--- src/rtl/pair_tlb_pkg.sv ---
package pair_tlb_pkg;
  typedef enum logic [2:0] {
    RES_MATCH   = 3'd0,
    RES_NOMATCH = 3'd1,
    RES_INVALID = 3'd2,
    RES_DIRTY   = 3'd3
  } tlb_res_e;
endpackage

--- src/rtl/pair_tlb_store.sv ---
module pair_tlb_store #(
  parameter int N      = 16,
  parameter int IDX_W  = 4,
  parameter int TAG_W  = 19,
  parameter int ASID_W = 8,
  parameter int PFN_W  = 20
) (
  input  logic              clk,
  input  logic              rst_n,
  input  logic              ld_en,
  input  logic [IDX_W-1:0]  ld_idx,
  input  logic [TAG_W-1:0]  ld_tag,
  input  logic [ASID_W-1:0] ld_asid,
  input  logic              ld_global,
  input  logic [PFN_W-1:0]  ld_pfn_even,
  input  logic [PFN_W-1:0]  ld_pfn_odd,
  input  logic [1:0]        ld_valid,
  input  logic [1:0]        ld_dirty,
  output logic [TAG_W-1:0]  tag_q  [N],
  output logic [ASID_W-1:0] asid_q [N],
  output logic              glob_q [N],
  output logic [PFN_W-1:0]  pfn_q  [N][2],
  output logic [1:0]        val_q  [N],
  output logic [1:0]        dirty_q[N]
);
  for (genvar i = 0; i < N; i++) begin : g_slot
    logic sel;
    assign sel = ld_en && (ld_idx == IDX_W'(i));
    always_ff @(posedge clk or negedge rst_n) begin
      if (!rst_n) begin
        tag_q[i]    <= '0;
        asid_q[i]   <= '0;
        glob_q[i]   <= 1'b0;
        pfn_q[i][0] <= '0;
        pfn_q[i][1] <= '0;
        val_q[i]    <= '0;
        dirty_q[i]  <= '0;
      end else if (sel) begin
        tag_q[i]    <= ld_tag;
        asid_q[i]   <= ld_asid;
        glob_q[i]   <= ld_global;
        pfn_q[i][0] <= ld_pfn_even;
        pfn_q[i][1] <= ld_pfn_odd;
        val_q[i]    <= ld_valid;
        dirty_q[i]  <= ld_dirty;
      end
    end
  end
endmodule

--- src/rtl/pair_tlb_match.sv ---
module pair_tlb_match #(
  parameter int N      = 16,
  parameter int TAG_W  = 19,
  parameter int ASID_W = 8
) (
  input  logic [TAG_W-1:0]  va_tag,
  input  logic [ASID_W-1:0] cur_asid,
  input  logic [TAG_W-1:0]  tag_q [N],
  input  logic [ASID_W-1:0] asid_q[N],
  input  logic              glob_q[N],
  output logic [N-1:0]      hit
);
  for (genvar i = 0; i < N; i++) begin : g_cmp
    assign hit[i] = (tag_q[i] == va_tag) && (glob_q[i] || (asid_q[i] == cur_asid));
  end
endmodule

--- src/rtl/pair_tlb_pick.sv ---
module pair_tlb_pick #(
  parameter int N     = 16,
  parameter int IDX_W = 4
) (
  input  logic [N-1:0]     hit,
  output logic             any,
  output logic [IDX_W-1:0] idx
);
  always_comb begin
    idx = '0;
    for (int i = N - 1; i >= 0; i--) begin
      if (hit[i]) idx = IDX_W'(i);
    end
  end
  assign any = |hit;
endmodule

--- src/rtl/pair_tlb.sv ---
module pair_tlb #(
  parameter int N         = 16,
  parameter int VA_W      = 32,
  parameter int PAGE_BITS = 12,
  parameter int ASID_W    = 8,
  parameter int PFN_W     = 20,
  localparam int IDX_W    = (N > 1) ? $clog2(N) : 1,
  localparam int TAG_W    = VA_W - PAGE_BITS - 1,
  localparam int PA_W     = PFN_W + PAGE_BITS
) (
  input  logic              clk,
  input  logic              rst_n,
  input  logic              req_valid,
  output logic              req_ready,
  input  logic [VA_W-1:0]   req_va,
  input  logic              req_write,
  input  logic [ASID_W-1:0] req_asid,
  output logic              rsp_valid,
  input  logic              rsp_ready,
  output logic [2:0]        rsp_code,
  output logic [PA_W-1:0]   rsp_pa,
  output logic              rsp_rd,
  output logic              rsp_wr,
  input  logic              ld_en,
  input  logic [IDX_W-1:0]  ld_idx,
  input  logic [TAG_W-1:0]  ld_tag,
  input  logic [ASID_W-1:0] ld_asid,
  input  logic              ld_global,
  input  logic [PFN_W-1:0]  ld_pfn_even,
  input  logic [PFN_W-1:0]  ld_pfn_odd,
  input  logic [1:0]        ld_valid,
  input  logic [1:0]        ld_dirty
);
  import pair_tlb_pkg::*;

  logic [TAG_W-1:0]  tag_q  [N];
  logic [ASID_W-1:0] asid_q [N];
  logic              glob_q [N];
  logic [PFN_W-1:0]  pfn_q  [N][2];
  logic [1:0]        val_q  [N];
  logic [1:0]        dirty_q[N];

  pair_tlb_store #(.N(N), .IDX_W(IDX_W), .TAG_W(TAG_W), .ASID_W(ASID_W), .PFN_W(PFN_W)) u_store (
    .clk(clk), .rst_n(rst_n),
    .ld_en(ld_en), .ld_idx(ld_idx), .ld_tag(ld_tag), .ld_asid(ld_asid),
    .ld_global(ld_global), .ld_pfn_even(ld_pfn_even), .ld_pfn_odd(ld_pfn_odd),
    .ld_valid(ld_valid), .ld_dirty(ld_dirty),
    .tag_q(tag_q), .asid_q(asid_q), .glob_q(glob_q),
    .pfn_q(pfn_q), .val_q(val_q), .dirty_q(dirty_q)
  );

  // Address split: tag above the half-select bit, offset below it.
  logic [TAG_W-1:0]     va_tag;
  logic                 va_odd;
  logic [PAGE_BITS-1:0] va_off;
  assign va_tag = req_va[VA_W-1 -: TAG_W];
  assign va_odd = req_va[PAGE_BITS];
  assign va_off = req_va[PAGE_BITS-1:0];

  logic [N-1:0] hit;
  pair_tlb_match #(.N(N), .TAG_W(TAG_W), .ASID_W(ASID_W)) u_match (
    .va_tag(va_tag), .cur_asid(req_asid),
    .tag_q(tag_q), .asid_q(asid_q), .glob_q(glob_q), .hit(hit)
  );

  logic             any_hit;
  logic [IDX_W-1:0] win;
  pair_tlb_pick #(.N(N), .IDX_W(IDX_W)) u_pick (
    .hit(hit), .any(any_hit), .idx(win)
  );

  // Half selection and permission checks on the winning slot.
  logic [PFN_W-1:0] sel_pfn;
  logic             sel_v, sel_d;
  assign sel_pfn = pfn_q[win][va_odd];
  assign sel_v   = val_q[win][va_odd];
  assign sel_d   = dirty_q[win][va_odd];

  tlb_res_e        nx_code;
  logic [PA_W-1:0] nx_pa;
  logic            nx_rd, nx_wr;

  always_comb begin
    nx_code = RES_NOMATCH;
    nx_pa   = '0;
    nx_rd   = 1'b0;
    nx_wr   = 1'b0;
    if (any_hit) begin
      if (!sel_v) begin
        nx_code = RES_INVALID;
      end else if (req_write && !sel_d) begin
        nx_code = RES_DIRTY;
      end else begin
        nx_code = RES_MATCH;
        nx_pa   = {sel_pfn, va_off};
        nx_rd   = 1'b1;
        nx_wr   = sel_d;
      end
    end
  end

  // Response register with valid/ready back-pressure.
  logic accept;
  assign req_ready = !rsp_valid || rsp_ready;
  assign accept    = req_valid && req_ready;

  tlb_res_e code_q;
  always_ff @(posedge clk or negedge rst_n) begin
    if (!rst_n) begin
      rsp_valid <= 1'b0;
      code_q    <= RES_NOMATCH;
      rsp_pa    <= '0;
      rsp_rd    <= 1'b0;
      rsp_wr    <= 1'b0;
    end else if (accept) begin
      rsp_valid <= 1'b1;
      code_q    <= nx_code;
      rsp_pa    <= nx_pa;
      rsp_rd    <= nx_rd;
      rsp_wr    <= nx_wr;
    end else if (rsp_ready) begin
      rsp_valid <= 1'b0;
    end
  end
  assign rsp_code = code_q;
endmodule

--- config.mk ---
export PLATFORM = sky130hd
export DESIGN_NAME = pair_tlb
export DESIGN_NICKNAME = d
export VERILOG_FILES = /design/src/rtl/pair_tlb_pkg.sv /design/src/rtl/pair_tlb_store.sv /design/src/rtl/pair_tlb_match.sv /design/src/rtl/pair_tlb_pick.sv /design/src/rtl/pair_tlb.sv
export SDC_FILE = /design/constraint.sdc
export NUM_CORES = 2
export LEC_CHECK = 0
export CORE_ASPECT_RATIO = 0.8
export CORE_MARGIN = 2
export CORE_UTILIZATION = 50
export CTS_CLUSTER_SIZE = 20
export DETAILED_ROUTE_END_ITERATION = 6
export PLACE_DENSITY = 0.77
export SYNTH_ARGS = -nofsm -noshare
export SYNTH_HDL_FRONTEND = slang
export SYNTH_SLANG_ARGS = --single-unit
--- constraint.sdc ---
create_clock -name clk -period 4.52 [get_ports clk]
set_input_delay 0.904 -clock clk [delete_from_list [all_inputs] [get_ports clk]]
set_output_delay 0.904 -clock clk [all_outputs]
set_load 0.05 [all_outputs]
==> flow_summary.yaml <==
clock_tree:
  cts_buffers: 119
  clock-sinks: 1189
  cts-root-buf: "clkbuf_16"
  cts_max_path_buffers: 3
  htreeDepth: 3
  cts_tree: "yes"
  path_clk_slew_ns: 0.06
  clk_latency_ns: 0.72
  cts_hold_buf: 0
floorplanning:
  ios: 161
  start_util: 0.504
  fp-row-count: 109
  die_h_um: 303
  die_w_um: 377
  design.die.area_mm2: 0.114
  fp.coreArea_mm2: 0.110
worst_setup_path:
  worst-path-buf-inv: 8
  path_cells: "clkbuf_2 > buf_6 > buf_6 > buf_12 > xor2_2 > nor4_2 > nand2_1 > or4_4 > a211oi_2 > a2111o_1 > a21oi_4 > buf_8 > buf_2 > mux2i_1 > o32a_1 > nand2_1 > o32ai_4 > or3_4 > buf_12 > clkbuf_16 > o21ai_1"
  crit_type: "in2reg"
  cp.required_ns: 5.16
  startpoint_type: "input pin"
  path_max_fanout: 6
  critPathTopFamily: "simple AND/OR/NAND/NOR gates"
  arrival_ns: 5.16
  crit_path_end_kind: "flop"
  critPathMaxStageDelay_ns: 0.57
  slowest_stage: "or4_4"
place:
  portBuffers: 159
  place_hpwl_mm: 95.7
  dp_cells: 6116
  gp_congestion: 0.847
route:
  dr.first_iter.drc_count: 3502
  drt_pass1_iterations: 7
  vias: 38600
  vias_per_cell: 6.03
  postRouteAntennaNets: 0
  drc: 6
  wl_per_cell_um: 25.0
  drt_wl_total_mm: 160
pwr:
  vdd_drop_max_uv: 376
  p_leak_uw: 0.0288
  p_per_area_mw_per_mm2: 443
logic_synthesis:
  synth_edf_count: 0
  synth_nets: 4668
  syn_inst: 4546
  syn_area_per_cell_um2: 12.3
  seq_area_frac_synth: 0.534
  yosys.area.top_type_share: 0.534
  ys_seq_elements: 1189
  yosys.area.top_type: "dfrtp_1"
  ys_top_cells_by_area: "dfrtp_1 53%, mux2_2 23%, xor2_1 6.0%, nand2_1 3.5%, clkbuf_1 2.0%"
  synthArstFlopShare: 1.00
  synth_cell_types: 66
  syn_area_mm2: 0.0557
  yosys.cell_count.top_type: "dfrtp_1"
  yosysWarningCount: 0
  synthFlopType: "dfrtp_1"
  synth_common_cells: "1188 x dfrtp_1, 1158 x mux2_2, 521 x nand2_1, 384 x xor2_1, 293 x clkbuf_1"
sta:
  setup_viol: 1
  slew_viol_final: 0
  layout_min_cycle_time_ns: 4.52
  slew_headroom: 0.189
  finalCritPeriodShare: 1.00
  hold_viol: 0
  skew_ns: 0.0221
  worstMarginPinSlew_ns: 1.21
  tns_ns: -0.000127
  finalWorstSetupSlack_ns: -0.000127
  holdWs_ns: 0.126
  clock.fmax_ghz: 0.221
final_layout:
  stdcell_count: 6398
  drive_gt1_frac: 0.389
  area_delta_synth_final_pct: 19.5
  finalNetCount: 4975
outcome:
  violations: "design-rule violations, negative setup slack"
  status: "finished with violations"
grt:
  antenna_found_initial: 15
  gr-total-overflow: 0
  grt_pass1_vias: 39900
  grt_max_degree: 138
  grt_pass1_wl_mm: 244
  grt_usage: 0.278
min_path:
  hold_class: "in2async"
run:
  maxCapViolCount: 0
cells in the final DEF, fill, tap and decap left out, types with 9 or more instances in the layout:
cell type,Yosys,routed
a21oi_1,23,14
a221oi_1,36,30
a22oi_1,42,42
a31oi_1,154,154
a32oi_1,17,17
buf_12,0,95
buf_2,62,9
buf_4,15,288
buf_6,17,24
clkbuf_1,293,33
clkbuf_16,0,125
clkbuf_2,0,13
clkbuf_8,0,26
clkdlybuf4s50_1,0,130
clkinv_2,0,21
dfrtp_1,1188,1188
inv_1,15,15
mux2_2,1158,1156
mux2i_1,55,55
nand2_1,521,511
nand3_1,212,211
nand4_1,30,30
nor2_4,0,11
nor4_1,106,61
nor4_2,0,43
o21ai_0,18,14
o21ai_1,33,27
o21ai_2,1,9
xnor2_1,48,48
xor2_1,384,379
worst paths after layout:
kind | to | slack, ns | from | cells past startpoint
worst max-delay path | rsp_pa[30] | -0.0001 | req_va[15] | 21
worst min-delay path | u_store.asid_q[98] | 0.13 | rst_n | 1
worst max register to register | rsp_pa[30] | 0.03 | u_store.tag_q[2] | 20
worst min register to register | rsp_pa[4] | 0.48 | rsp_pa[4] | 2
max in group asynchronous | u_store.tag_q[237] | 3.01 | rst_n | 3
min in group clk | rsp_pa[4] | 0.48 | rsp_pa[4] | 2
per-layer routing:
layer	part of all wire	track usage	up-vias
met5	0.00050	0	-
met4	0.032	0.0983	12
met3	0.074	0.0536	332
met2	0.46	0.432	1416
met1	0.43	0.393	20200
li1	-	-	16700
layout make-up:
class | count | area (um^2)
inverter | 16 | 60.1
fill | 8338 | 43900
timing repair buffer | 575 | 6040
antenna | 7 | 17.5
clock inverter | 37 | 404
multi-input combinational | 2952 | 25000
clock buffer | 179 | 3480
sequential | 1189 | 29800
tap | 1443 | 1810
through the flow:
| stage | cell area, um^2 | total power (uW) | setup slack, ns | utilization |
|---|---|---|---|---|
| floorplan | 55700 | 17700 | 0.0168 | - |
| global placement | 61400 | 19100 | -1.33 | 0.556 |
| detailed placement | 61400 | 19500 | -1.31 | 0.556 |
| CTS | 65900 | 29400 | -0.0119 | 0.597 |
| global route | 66600 | 30700 | -0.0400 | 0.603 |
| finish | 66600 | 29500 | -0.000127 | 0.603 |
worst reg2reg max path, delay by kind of cell (launching register included):
| family | cells | cell delay, ns |
|---|---|---|
| compound gates | 6 | 1.47 |
| simple gates | 5 | 0.99 |
| xor+xnor | 1 | 0.17 |
| flops | 1 | 0.41 |
| mux | 1 | 0.18 |
| buf+inv | 7 | 1.16 |
cell families (layout without fill, tap and decap cells):
logic type / count (synthesis) / count (layout) / synth area share
other: 1 / 8 / 0.0000673
buffers and inverters: 405 / 807 / 0.0320
xor gates and xnor gates: 432 / 432 / 0.0679
AOI/OAI and AO/OA: 359 / 359 / 0.0436
and+or+nand+nor: 945 / 945 / 0.0778
DFF: 1189 / 1189 / 0.534
muxes: 1215 / 1215 / 0.244
flip-flops by register name (all words and copies together), names as in the netlist:
| register | cells |
|---|---|
| u_store.asid_q | 128 |
| u_store.tag_q | 304 |
| u_store.val_q | 32 |
| u_store.glob_q | 16 |
| rsp_wr | 1 |
| rsp_rd | 1 |
| rsp_pa | 32 |
| u_store.dirty_q | 32 |
| rsp_code | 2 |
| rsp_valid | 1 |
| u_store.pfn_q | 640 |
timing repair:
action                     CTS  global route
cloned                       2             5
pin swaps                   53            67
setup buffers               31            25
setup endpoints to repair   36            36
gates resized for setup    118           129
power by group:
| part | internal [uW] | switching, uW |
|---|---|---|
| clock | 5650 | 4220 |
| combinational | 2830 | 2270 |
| sequential | 13100 | 1460 |
| total | 21500 | 7950 |
(Power assumes the default switching activity.)
